$ cat config.mk
export PLATFORM = sky130hd
export DESIGN_NAME = drowsy_line_ctrl
export DESIGN_NICKNAME = d
export VERILOG_FILES = /design/src/rtl/drowsy_pkg.sv /design/src/rtl/drowsy_window_timer.sv /design/src/rtl/drowsy_access_fsm.sv /design/src/rtl/drowsy_line_array.sv /design/src/rtl/drowsy_stats.sv /design/src/rtl/drowsy_line_ctrl.sv
export SDC_FILE = /design/constraint.sdc
export NUM_CORES = 1
export LEC_CHECK = 0
export BUFFER_PORTS_ARGS = -buffer_cell sky130_fd_sc_hd__buf_2
export CORE_MARGIN = 2
export CORE_UTILIZATION = 55
export DETAILED_ROUTE_END_ITERATION = 7
export MAX_ROUTING_LAYER = met4
export PLACE_DENSITY = 0.9
export SLEW_MARGIN = 20
export SYNTH_ARGS = -nofsm -noshare
export SYNTH_HDL_FRONTEND = slang
export SYNTH_SLANG_ARGS = --single-unit
$ cat constraint.sdc
create_clock -name clk -period 6.3 [get_ports clk]
set_clock_uncertainty 0.15 [all_clocks]
set_input_delay 0.315 -clock clk [delete_from_list [all_inputs] [get_ports clk]]
set_output_delay 0.315 -clock clk [all_outputs]
set_load 0.05 [all_outputs]
$ cat src/rtl/drowsy_pkg.sv
package drowsy_pkg;

  typedef enum logic [1:0] {
    ACC_IDLE  = 2'd0,
    ACC_WAKE  = 2'd1,
    ACC_GRANT = 2'd2
  } acc_state_e;

  // Final count value of a window; lengths 0 and 1 both end every cycle.
  function automatic logic [31:0] window_last(input logic [31:0] len);
    return (len == 32'd0) ? 32'd0 : len - 32'd1;
  endfunction

endpackage

$ cat src/rtl/drowsy_window_timer.sv
module drowsy_window_timer #(
  parameter int WIN_W = 16
) (
  input  logic             clk,
  input  logic             rst_n,
  input  logic             enable,
  input  logic [WIN_W-1:0] window_len,
  output logic             boundary
);
  import drowsy_pkg::*;

  logic [WIN_W-1:0] win_q;
  logic [31:0]      last_w;

  assign last_w   = window_last(32'(window_len));
  assign boundary = enable && (32'(win_q) >= last_w);

  always_ff @(posedge clk) begin
    if (!rst_n) begin
      win_q <= '0;
    end else if (enable) begin
      win_q <= boundary ? '0 : win_q + WIN_W'(1);
    end
  end

endmodule

$ cat src/rtl/drowsy_access_fsm.sv
module drowsy_access_fsm #(
  parameter int IDX_W   = 4,
  parameter int PENALTY = 1
) (
  input  logic             clk,
  input  logic             rst_n,
  input  logic             enable,
  input  logic             req_valid,
  input  logic [IDX_W-1:0] req_index,
  input  logic             line_drowsy,
  output logic             grant,
  output logic             stall,
  output logic             accept_drowsy,
  output logic             wake_done,
  output logic [IDX_W-1:0] wake_idx
);
  import drowsy_pkg::*;

  localparam int PEN_W = (PENALTY > 1) ? $clog2(PENALTY) : 1;

  acc_state_e       state_q, state_d;
  logic [PEN_W-1:0] pen_q, pen_d;

  always_comb begin
    state_d       = state_q;
    pen_d         = pen_q;
    grant         = 1'b0;
    stall         = 1'b0;
    accept_drowsy = 1'b0;
    wake_done     = 1'b0;
    case (state_q)
      ACC_IDLE: begin
        if (req_valid) begin
          if (!enable || !line_drowsy) begin
            grant = 1'b1;
          end else begin
            accept_drowsy = 1'b1;
            state_d       = ACC_WAKE;
            pen_d         = '0;
          end
        end
      end
      ACC_WAKE: begin
        stall = enable;
        if (!enable || pen_q == PEN_W'(PENALTY - 1)) begin
          wake_done = 1'b1;
          state_d   = ACC_GRANT;
        end else begin
          pen_d = pen_q + PEN_W'(1);
        end
      end
      ACC_GRANT: begin
        grant   = 1'b1;
        state_d = ACC_IDLE;
      end
      default: state_d = ACC_IDLE;
    endcase
  end

  always_ff @(posedge clk) begin
    if (!rst_n) begin
      state_q  <= ACC_IDLE;
      pen_q    <= '0;
      wake_idx <= '0;
    end else begin
      state_q <= state_d;
      pen_q   <= pen_d;
      if (accept_drowsy) wake_idx <= req_index;
    end
  end

endmodule

$ cat src/rtl/drowsy_line_array.sv
module drowsy_line_array #(
  parameter int NUM_LINES = 16,
  parameter int IDX_W     = 4
) (
  input  logic                 clk,
  input  logic                 rst_n,
  input  logic                 enable,
  input  logic                 boundary,
  input  logic                 wake_done,
  input  logic [IDX_W-1:0]     wake_idx,
  output logic [NUM_LINES-1:0] drowsy_map
);

  logic [NUM_LINES-1:0] map_d;

  always_comb begin
    if (!enable) begin
      map_d = '0;
    end else begin
      map_d = boundary ? '1 : drowsy_map;
      // the line being woken wins over a coinciding window end
      if (wake_done) map_d[wake_idx] = 1'b0;
    end
  end

  always_ff @(posedge clk) begin
    if (!rst_n) drowsy_map <= '0;
    else        drowsy_map <= map_d;
  end

endmodule

$ cat src/rtl/drowsy_stats.sv
module drowsy_stats #(
  parameter int NUM_LINES = 16,
  parameter int CNT_W     = 32
) (
  input  logic                 clk,
  input  logic                 rst_n,
  input  logic                 accept_drowsy,
  input  logic [NUM_LINES-1:0] drowsy_map,
  output logic [CNT_W-1:0]     wake_count,
  output logic [CNT_W-1:0]     drowsy_cycles
);

  function automatic logic [CNT_W-1:0] ones_in(input logic [NUM_LINES-1:0] v);
    logic [CNT_W-1:0] n;
    n = '0;
    for (int i = 0; i < NUM_LINES; i++) n = n + CNT_W'(v[i]);
    return n;
  endfunction

  always_ff @(posedge clk) begin
    if (!rst_n) begin
      wake_count    <= '0;
      drowsy_cycles <= '0;
    end else begin
      wake_count    <= wake_count + CNT_W'(accept_drowsy);
      drowsy_cycles <= drowsy_cycles + ones_in(drowsy_map);
    end
  end

endmodule

$ cat src/rtl/drowsy_line_ctrl.sv
module drowsy_line_ctrl #(
  parameter int NUM_LINES    = 16,
  parameter int WAKE_PENALTY = 1,
  parameter int WIN_W        = 16,
  parameter int CNT_W        = 32,
  localparam int IDX_W       = (NUM_LINES > 1) ? $clog2(NUM_LINES) : 1
) (
  input  logic                 clk,
  input  logic                 rst_n,
  input  logic                 enable,
  input  logic [WIN_W-1:0]     window_len,
  input  logic                 req_valid,
  input  logic [IDX_W-1:0]     req_index,
  output logic [NUM_LINES-1:0] drowsy_map,
  output logic                 stall,
  output logic                 grant,
  output logic [CNT_W-1:0]     wake_count,
  output logic [CNT_W-1:0]     drowsy_cycles
);

  // named internal events, also observed by the bound checker
  logic             boundary;
  logic             accept_drowsy;
  logic             wake_done;
  logic [IDX_W-1:0] wake_idx;
  logic             line_drowsy;

  assign line_drowsy = drowsy_map[req_index];

  drowsy_window_timer #(.WIN_W(WIN_W)) u_timer (
    .clk(clk), .rst_n(rst_n), .enable(enable),
    .window_len(window_len), .boundary(boundary)
  );

  drowsy_access_fsm #(.IDX_W(IDX_W), .PENALTY(WAKE_PENALTY)) u_fsm (
    .clk(clk), .rst_n(rst_n), .enable(enable),
    .req_valid(req_valid), .req_index(req_index), .line_drowsy(line_drowsy),
    .grant(grant), .stall(stall), .accept_drowsy(accept_drowsy),
    .wake_done(wake_done), .wake_idx(wake_idx)
  );

  drowsy_line_array #(.NUM_LINES(NUM_LINES), .IDX_W(IDX_W)) u_lines (
    .clk(clk), .rst_n(rst_n), .enable(enable), .boundary(boundary),
    .wake_done(wake_done), .wake_idx(wake_idx), .drowsy_map(drowsy_map)
  );

  drowsy_stats #(.NUM_LINES(NUM_LINES), .CNT_W(CNT_W)) u_stats (
    .clk(clk), .rst_n(rst_n), .accept_drowsy(accept_drowsy),
    .drowsy_map(drowsy_map), .wake_count(wake_count),
    .drowsy_cycles(drowsy_cycles)
  );

endmodule

==> summary.txt, run 1 <==
Outcome
  • Status: finished, final reports clean

Floorplan
  • Core Area: around 10000 µm²
  • Starting density of the core: between 50 and 60%
  • Die ar.: roughly 12000 µm²
  • IO Pins: between 100 and 150
  • Die width: between 100 and 150 µm
  • Chip height: approximately 110 µm
  • FP Rows: 37

Power and ir drop
  • Total Power: between 0.001 and 0.0015 W
  • Max rail drop VDD: approximately 0.00016 V
  • PD cells: 168.9 nW/µm²
  • Leak: just under 3 nW

Global routing
  • Met2 Use GR: between 40% and 50%
  • Number of global-route vias before repair: 4913
  • GR peak layer: met2
  • Grt met1 use: between 20% and 30%
  • Total track usage: 23.99%
  • First-pass GRT wire length: around 22 mm
  • M3 GR Usage: under 10%
  • Antenna violations before repair: 0
  • Pin count of the biggest net entering global routing: 76
  • Grt ovf: 0

Clock tree
  • CTS tree: done
  • Post-CTS setup buffer count: 0
  • Root buffer cell: clkbuf_8
  • Clock Latency Late Sink: 380 ps
  • Clock Pin Slew Worst Setup and Hold Paths: between 100 and 150 ps
  • Clock tree sinks: just over 100
  • Clock Tree Buf Depth: 2
  • Hold-fix buffers, CTS: 0
  • Resized Gates After CTS: 0
  • H-tree Lvls: 3
  • CTS buffer count: 9

Drt
  • # DRC: 0
  • Routed via count: ~5200
  • DR iter-0 viols: ~500
  • Final WL: between 10 and 15 mm
  • WL/cell: roughly 14 µm
  • Initial DRT Pass Iterations: 5
  • Vias per inst: around 5.7
  • Post-route ant nets: 0

Critical path
  • Setup crit end kind: flop
  • Worst path max stage delay: approximately 550 ps
  • Crit path max-delay cell type: fa_1
  • CP most frequent cell: fa_1
  • Worst EP required: about 6400 ps
  • Crit Path Max Fanout: 11
  • CP Data Arrival Time: about 5000 ps
  • Worst Setup Start Kind: flop
  • CP cell instances: ha_1 > inv_1 > fa_1 > fa_1 > fa_1 > fa_1 > inv_1 > ha_1 > fa_1 > a211oi_1 > o211ai_1 > nand4_1 > xor2_1 > nor2_1
  • Crit Path Class: reg2reg

Yosys
  • Post-synth EDFFs: 0
  • Area contributors post-synth: dfxtp_1 (35%), xor2_1 (8.3%), ha_1 (7.4%)
  • Syn Std Cell Area: a little under 6000 µm²
  • Top post-synthesis cells by count: dfxtp_1 (103), nor2_1 (72), xor2_1 (56), nand2_1 (53), inv_1 (45)
  • Area leader, netlist: dfxtp_1
  • Area share of the largest cell type after synthesis: between 30% and 40%
  • Most frequent cell after synthesis: dfxtp_1
  • Post-Syn Area per Cell: around 8.7 µm²
  • Gate count of the mapped netlist: between 600 and 700
  • Ys flop type: dfxtp_1
  • Ys async rst share: 0%
  • #FFs+latches synth: slightly above 100
  • Yosys cell types: 53
  • Synthesis Warnings: 0
  • Register area share after synthesis: a little over a third
  • Syn Nets: roughly 750

Cells and area
  • Fill cells: between 800 and 900
  • Nets: roughly 850
  • Multi-input logic area: roughly 3600 µm²
  • Share of cells above drive strength 1: 18.54%
  • Register Area: slightly above 2000 µm²
  • Final Cell Area: ~6700 µm²
  • Post-route insts no fill: slightly above 900
  • Syn-to-layout area delta: 13.50%
  • Ant diodes: 0

Timing
  • Setup Viol. Count Final: 0
  • Unrepaired setup endpoints after global routing: false
  • Fin crit share: between 70% and 80%
  • Fmax achieved: 203.2 MHz
  • Hold Fails Final Rpt: 0
  • Worst-Margin Slew: ~880 ps
  • PnR worst setup slack: approximately 1400 ps
  • Relative slew slack: between 40% and 50%
  • Sum Neg Setup Slack: 0 ps
  • Slew Limit Fails: 0
  • Min cycle time layout: 4921 ps

Place
  • Port bufs: ~110
  • GPL Wtd Cong: around 0.93
  • Placed inst area: 6535 µm²
  • Detailed placement HPWL: between 9 and 10 mm
  • Dpl cells: between 900 and 1000
  • Pre-CTS setup slack: 1393 ps

Hold path
  • Worst Hold Class: in2reg

Job
  • Max_cap viols: 0
==> through the flow <==
stage          util [%]  hold WS (ps)
2_1_floorplan         -         273.3
3_3_place_gp      62.74         292.7
3_5_place_dp      62.74         296.3
4_1_cts           64.61         106.5
5_1_grt           64.61         117.8
6_report          64.61         122.4
==> state kept, by name, summed over array words and instances, names as in the netlist <==
| register | flops |
|---|---|
| u_stats.drowsy_cycles | 32 |
| u_stats.wake_count | 32 |
| u_lines.drowsy_map | 16 |
| u_timer.win_q | 16 |
| u_fsm.wake_idx | 4 |
| u_fsm.state_q | 2 |
| u_fsm.pen_q | 1 |
==> cell type report <==
type                            count  share of cell area [%]
Tap cell                          136                   2.528
Timing Repair Buffer              107                   8.031
Clock buffer                       11                   1.952
Inverter                           45                   2.510
Multi-Input combinational cell    511                   53.39
Sequential cell                   103                   30.64
Clock inverter                      5                  0.9481
==> layer usage <==
layer  vias to the layer above  part of all wire, %
met1                      2478                   44
li1                       2578                    -
met3                        16                  6.0
met4                         0                  1.3
met5                         -                    0
met2                       154                   49
==> power breakdown <==
part | switching, W | internal [W]
Combinational | 0.0000383 | 0.0000232
Sequential | 0.00000247 | 0.000652
Clock | 0.000233 | 0.000188
==> placed cells by master (no fill, tap or decap), drive strengths merged, types with 10 or more instances in the layout <==
cell type / n
nor2: 72
nand2: 53
o21ai: 39
xor2: 56
buf: 107
or3: 14
fa: 11
clkbuf: 11
and2: 10
xnor2: 10
a21oi: 39
and3: 11
nand3: 34
ha: 35
nor3: 25
inv: 47
nand4: 24
dfxtp: 103
==> kinds of logic (layout without fill, tap and decap cells) <==
| kind of cell | after synthesis | in the layout | synth area share [%] |
|---|---|---|---|
| muxes | 17 | 17 | 4.579 |
| xor gates and xnor gates | 66 | 66 | 9.749 |
| buffers and inverters | 69 | 168 | 4.621 |
| DFF | 103 | 103 | 34.78 |
| AOI/OAI and AO/OA | 107 | 107 | 11.14 |
| and+or+nand+nor | 275 | 275 | 24.03 |
| adders and majority gates | 46 | 46 | 11.10 |
==> critical path, delay by kind of cell (launching register included) <==
kind                       cells  cell delay (ps)
AOI/OAI and AO/OA              2              800
xor gates and xnor gates       1              170
adders and majority gates      7             2820
buffers and inverters          2              110
DFF                            1              420
and+or+nand+nor                2              320
==> worst paths after layout <==
| check | to | from | slack [ps] | cells after the start |
|---|---|---|---|---|
| max reg2reg | u_stats.drowsy_cycles[12] | u_lines.drowsy_map[1] | 1380 | 14 |
| min | u_fsm.pen_q | req_valid | 120 | 4 |
| max | u_stats.drowsy_cycles[12] | u_lines.drowsy_map[1] | 1380 | 14 |
| min reg2reg | u_fsm.pen_q | u_fsm.pen_q | 310 | 2 |
Note: power is estimated with default switching activity, not from simulation.
==> run 2: changes to the inputs <==
==> constraint.sdc (replaced) <==
create_clock -name clk -period 5.16 [get_ports clk]
set_clock_uncertainty 0.15 [all_clocks]
set_input_delay 0.258 -clock clk [delete_from_list [all_inputs] [get_ports clk]]
set_output_delay 0.258 -clock clk [all_outputs]
set_load 0.05 [all_outputs]
==> run 2 against run 1 <==
Combinational power increased by 22%. Sequential share of layout area is 0.10 points lower. Die area unchanged. Flip-flop and latch count unchanged. Non-clock buffer count up 1. Worst hold slack worse by 52 ps. Total power grew 24%. Critical path type unchanged. Largest cell class unchanged.
==> summary.txt, run 2 (synthesis gave the netlist of run 1 again) <==
Timing
  • Sum Neg Setup Slack: 0 ps (unchanged)
  • Setup Viol. Count Final: 0 (unchanged)
  • Worst-Margin Slew: 766.5 ps (-111.9 ps)
  • Fin crit share: 90.71% (+13 points)
  • Relative slew slack: 48.90% (+7.7 points)
  • Fmax achieved: 213.6 MHz (+5.1%)
  • Unrepaired setup endpoints after global routing: false
  • Hold Fails Final Rpt: 0 (unchanged)
  • Slew Limit Fails: 0 (unchanged)
  • Min cycle time layout: 4681 ps (-240.2 ps)

Drt
  • Initial DRT Pass Iterations: 5 (unchanged)
  • Vias per inst: 5.639 (-0.95%)
  • DR iter-0 viols: 451 (-10%)
  • Routed via count: 5182 (-0.84%)
  • Final WL: 13.25 mm (+0.80%)
  • WL/cell: 14.41 µm (+0.69%)
  • # DRC: 0 (unchanged)
  • Post-route ant nets: 0 (unchanged)

Cells and area
  • Multi-input logic area: 3593 µm² (unchanged)
  • Fill cells: 863 (-3.7%)
  • Post-layout util: 64.83% (+0.22 points)
  • Syn-to-layout area delta: 13.88%
  • Commonest non-fill, non-tap cell in the layout: buf_2
  • Nets: 848 (+0.12%)
  • Commonest non-fill, non-tap cells in the layout: buf_2 (105), dfxtp_1 (103), nor2_1 (72), xor2_1 (56), nand2_1 (53)
  • Register Area: 2062 µm² (unchanged)
  • Share of cells above drive strength 1: 18.90% (+0.36 points)
  • Ant diodes: 0 (unchanged)
  • Registers with the most flip-flops: u_stats.drowsy_cycles: 32 flops, u_stats.wake_count: 32 flops

Critical path
  • Worst reg-to-reg setup slack: 480 ps (-900 ps)
  • Cells on worst reg2reg path: 15 (+1)
  • CP Data Arrival Time: 4770 ps (-250 ps)
  • Setup crit end kind: flop
  • Worst Setup Start Kind: flop
  • Reg-to-Reg Start: u_lines.drowsy_map[1]
  • Worst EP required: 5250 ps (-1150 ps)
  • Crit path launch: u_lines.drowsy_map[1]
  • Crit Path Class: reg2reg
  • Crit Path Max Fanout: 11 (unchanged)

Global routing
  • Met2 Use GR: 40.75% (+0.27 points)
  • GR peak layer: met2
  • Total track usage: 24.18% (+0.19 points)
  • Antenna violations before repair: 0 (unchanged)
  • Grt met1 use: 29.81% (+0.29 points)
  • Grt ovf: 0 (unchanged)
  • Pin count of the biggest net entering global routing: 76 (unchanged)
  • M3 GR Usage: 4.661% (unchanged)
  • Number of global-route vias before repair: 4864 (-1.0%)
  • First-pass GRT wire length: 22.31 mm (+0.59%)

Job
  • Max_cap viols: 0 (unchanged)

Power and ir drop
  • Switching power: 0.0003440 W (+26%)
  • Comb power frac: 5.3% (about the same)
  • Max rail drop VDD: 0.0002188 V (+35%)
  • Register share of total power: 56.6% (-1.0 points)
  • Leak: 2.980 nW (+0.51%)
  • Internal power: 0.001069 W (+24%)
  • PD cells: 209.2 nW/µm² (+24%)
  • Net Sw Frac: 24.35% (+0.24 points)
  • Clock power frac: 38.1% (+1.1 points)

Clock tree
  • Resized Gates After CTS: 0 (unchanged)
  • H-tree Lvls: 3 (unchanged)
  • CTS tree: done
  • Clock Tree Buf Depth: 2 (unchanged)
  • CTS buffer count: 9 (unchanged)
  • Clock Pin Slew Worst Setup and Hold Paths: 110 ps (about the same)
  • Root buffer cell: clkbuf_8
  • Clock Latency Late Sink: 380 ps (about the same)
  • Clock tree sinks: 103 (unchanged)

Hold path
  • Hold Crit Depth: 4 (unchanged)
  • Hold wc startpoint: req_valid
  • Worst Hold Class: in2reg

Floorplan
  • FP Rows: 37 (unchanged)
  • Core Area: 10420 µm² (unchanged)
  • Die ar.: 11630 µm² (unchanged)
  • Die width: 107.8 µm (unchanged)
  • IO Pins: 106 (unchanged)
  • Chip height: 107.8 µm (unchanged)
  • Starting density of the core: 56.92% (unchanged)

Place
  • Port bufs: 105 (unchanged)
  • GPL Wtd Cong: 0.9272 (-0.14%)
  • Detailed placement HPWL: 10.04 mm (+1.6%)

Outcome
  • Status: finished, final reports clean
run 2: changes by cell type in the layout (fill, tap and decap cells not counted), sizes merged:
cell and delta:
inv +2, buf +1, clkbuf -1, clkinv -1
run 2: cell type report:
cell class	count	area share [%]
multi-input cells	511	53.21
flip-flops and latches	103	30.54
repair buffers	108	8.116
well taps	136	2.520
inverters	45	2.501
clock buffers	10	2.038
clock inverters	6	1.075
run 2: path summary, 6_finish.rpt:
kind	endpoint
max	u_stats.drowsy_cycles[28]
min reg2reg	u_fsm.pen_q
max reg2reg	u_stats.drowsy_cycles[28]
min	u_fsm.pen_q
run 2: stage by stage:
step                std cells  hold slack (ps)  power (W)  instance area (µm²)  setup WS (ps)
floorplan                 683            265.5  0.0008671                 5929          371.4
global placement          902            293.0  0.0008901                 6535          413.5
detailed placement        902            302.8  0.0008920                 6535          226.0
CTS                       918            54.64   0.001425                 6745          217.5
global route              919            87.54   0.001463                 6753          253.4
finish                    919            70.54   0.001413                 6753          479.3
run 2: critical path, cell delays in order (launching register included):
cell      delay (ps)
dfxtp_1          440
ha_1             260
inv_1             70
fa_1             420
fa_1             540
fa_1             450
fa_1             500
inv_1             40
ha_1             210
fa_1             430
a211oi_1         370
o211ai_1         140
buf_4            190
nand4b_1         110
xor2_1           150
nor2_1            60
run 2: routing by layer:
layer / part of all wire, % / vias up
li1: - / 2579
met1: 44 / 2446
met2: 49 / 138
met3: 5.2 / 19
met4: 1.5 / 0
met5: 0 / -
run 2: what timing repair did:
action	CTS	global route
setup endpoints to repair	0	3
hold buffers	0	0
setup buffers	0	1
run 2: power by group through the flow:
stage / clock [W] / combinational (W) / sequential [W]
global route: 0.000578 / 0.0000857 / 0.000800
finish: 0.000539 / 0.0000749 / 0.000799
global placement: 0 / 0.0000726 / 0.000817
detailed placement: 0 / 0.0000746 / 0.000817
CTS: 0.000551 / 0.0000752 / 0.000799
floorplan: 0 / 0.0000505 / 0.000817
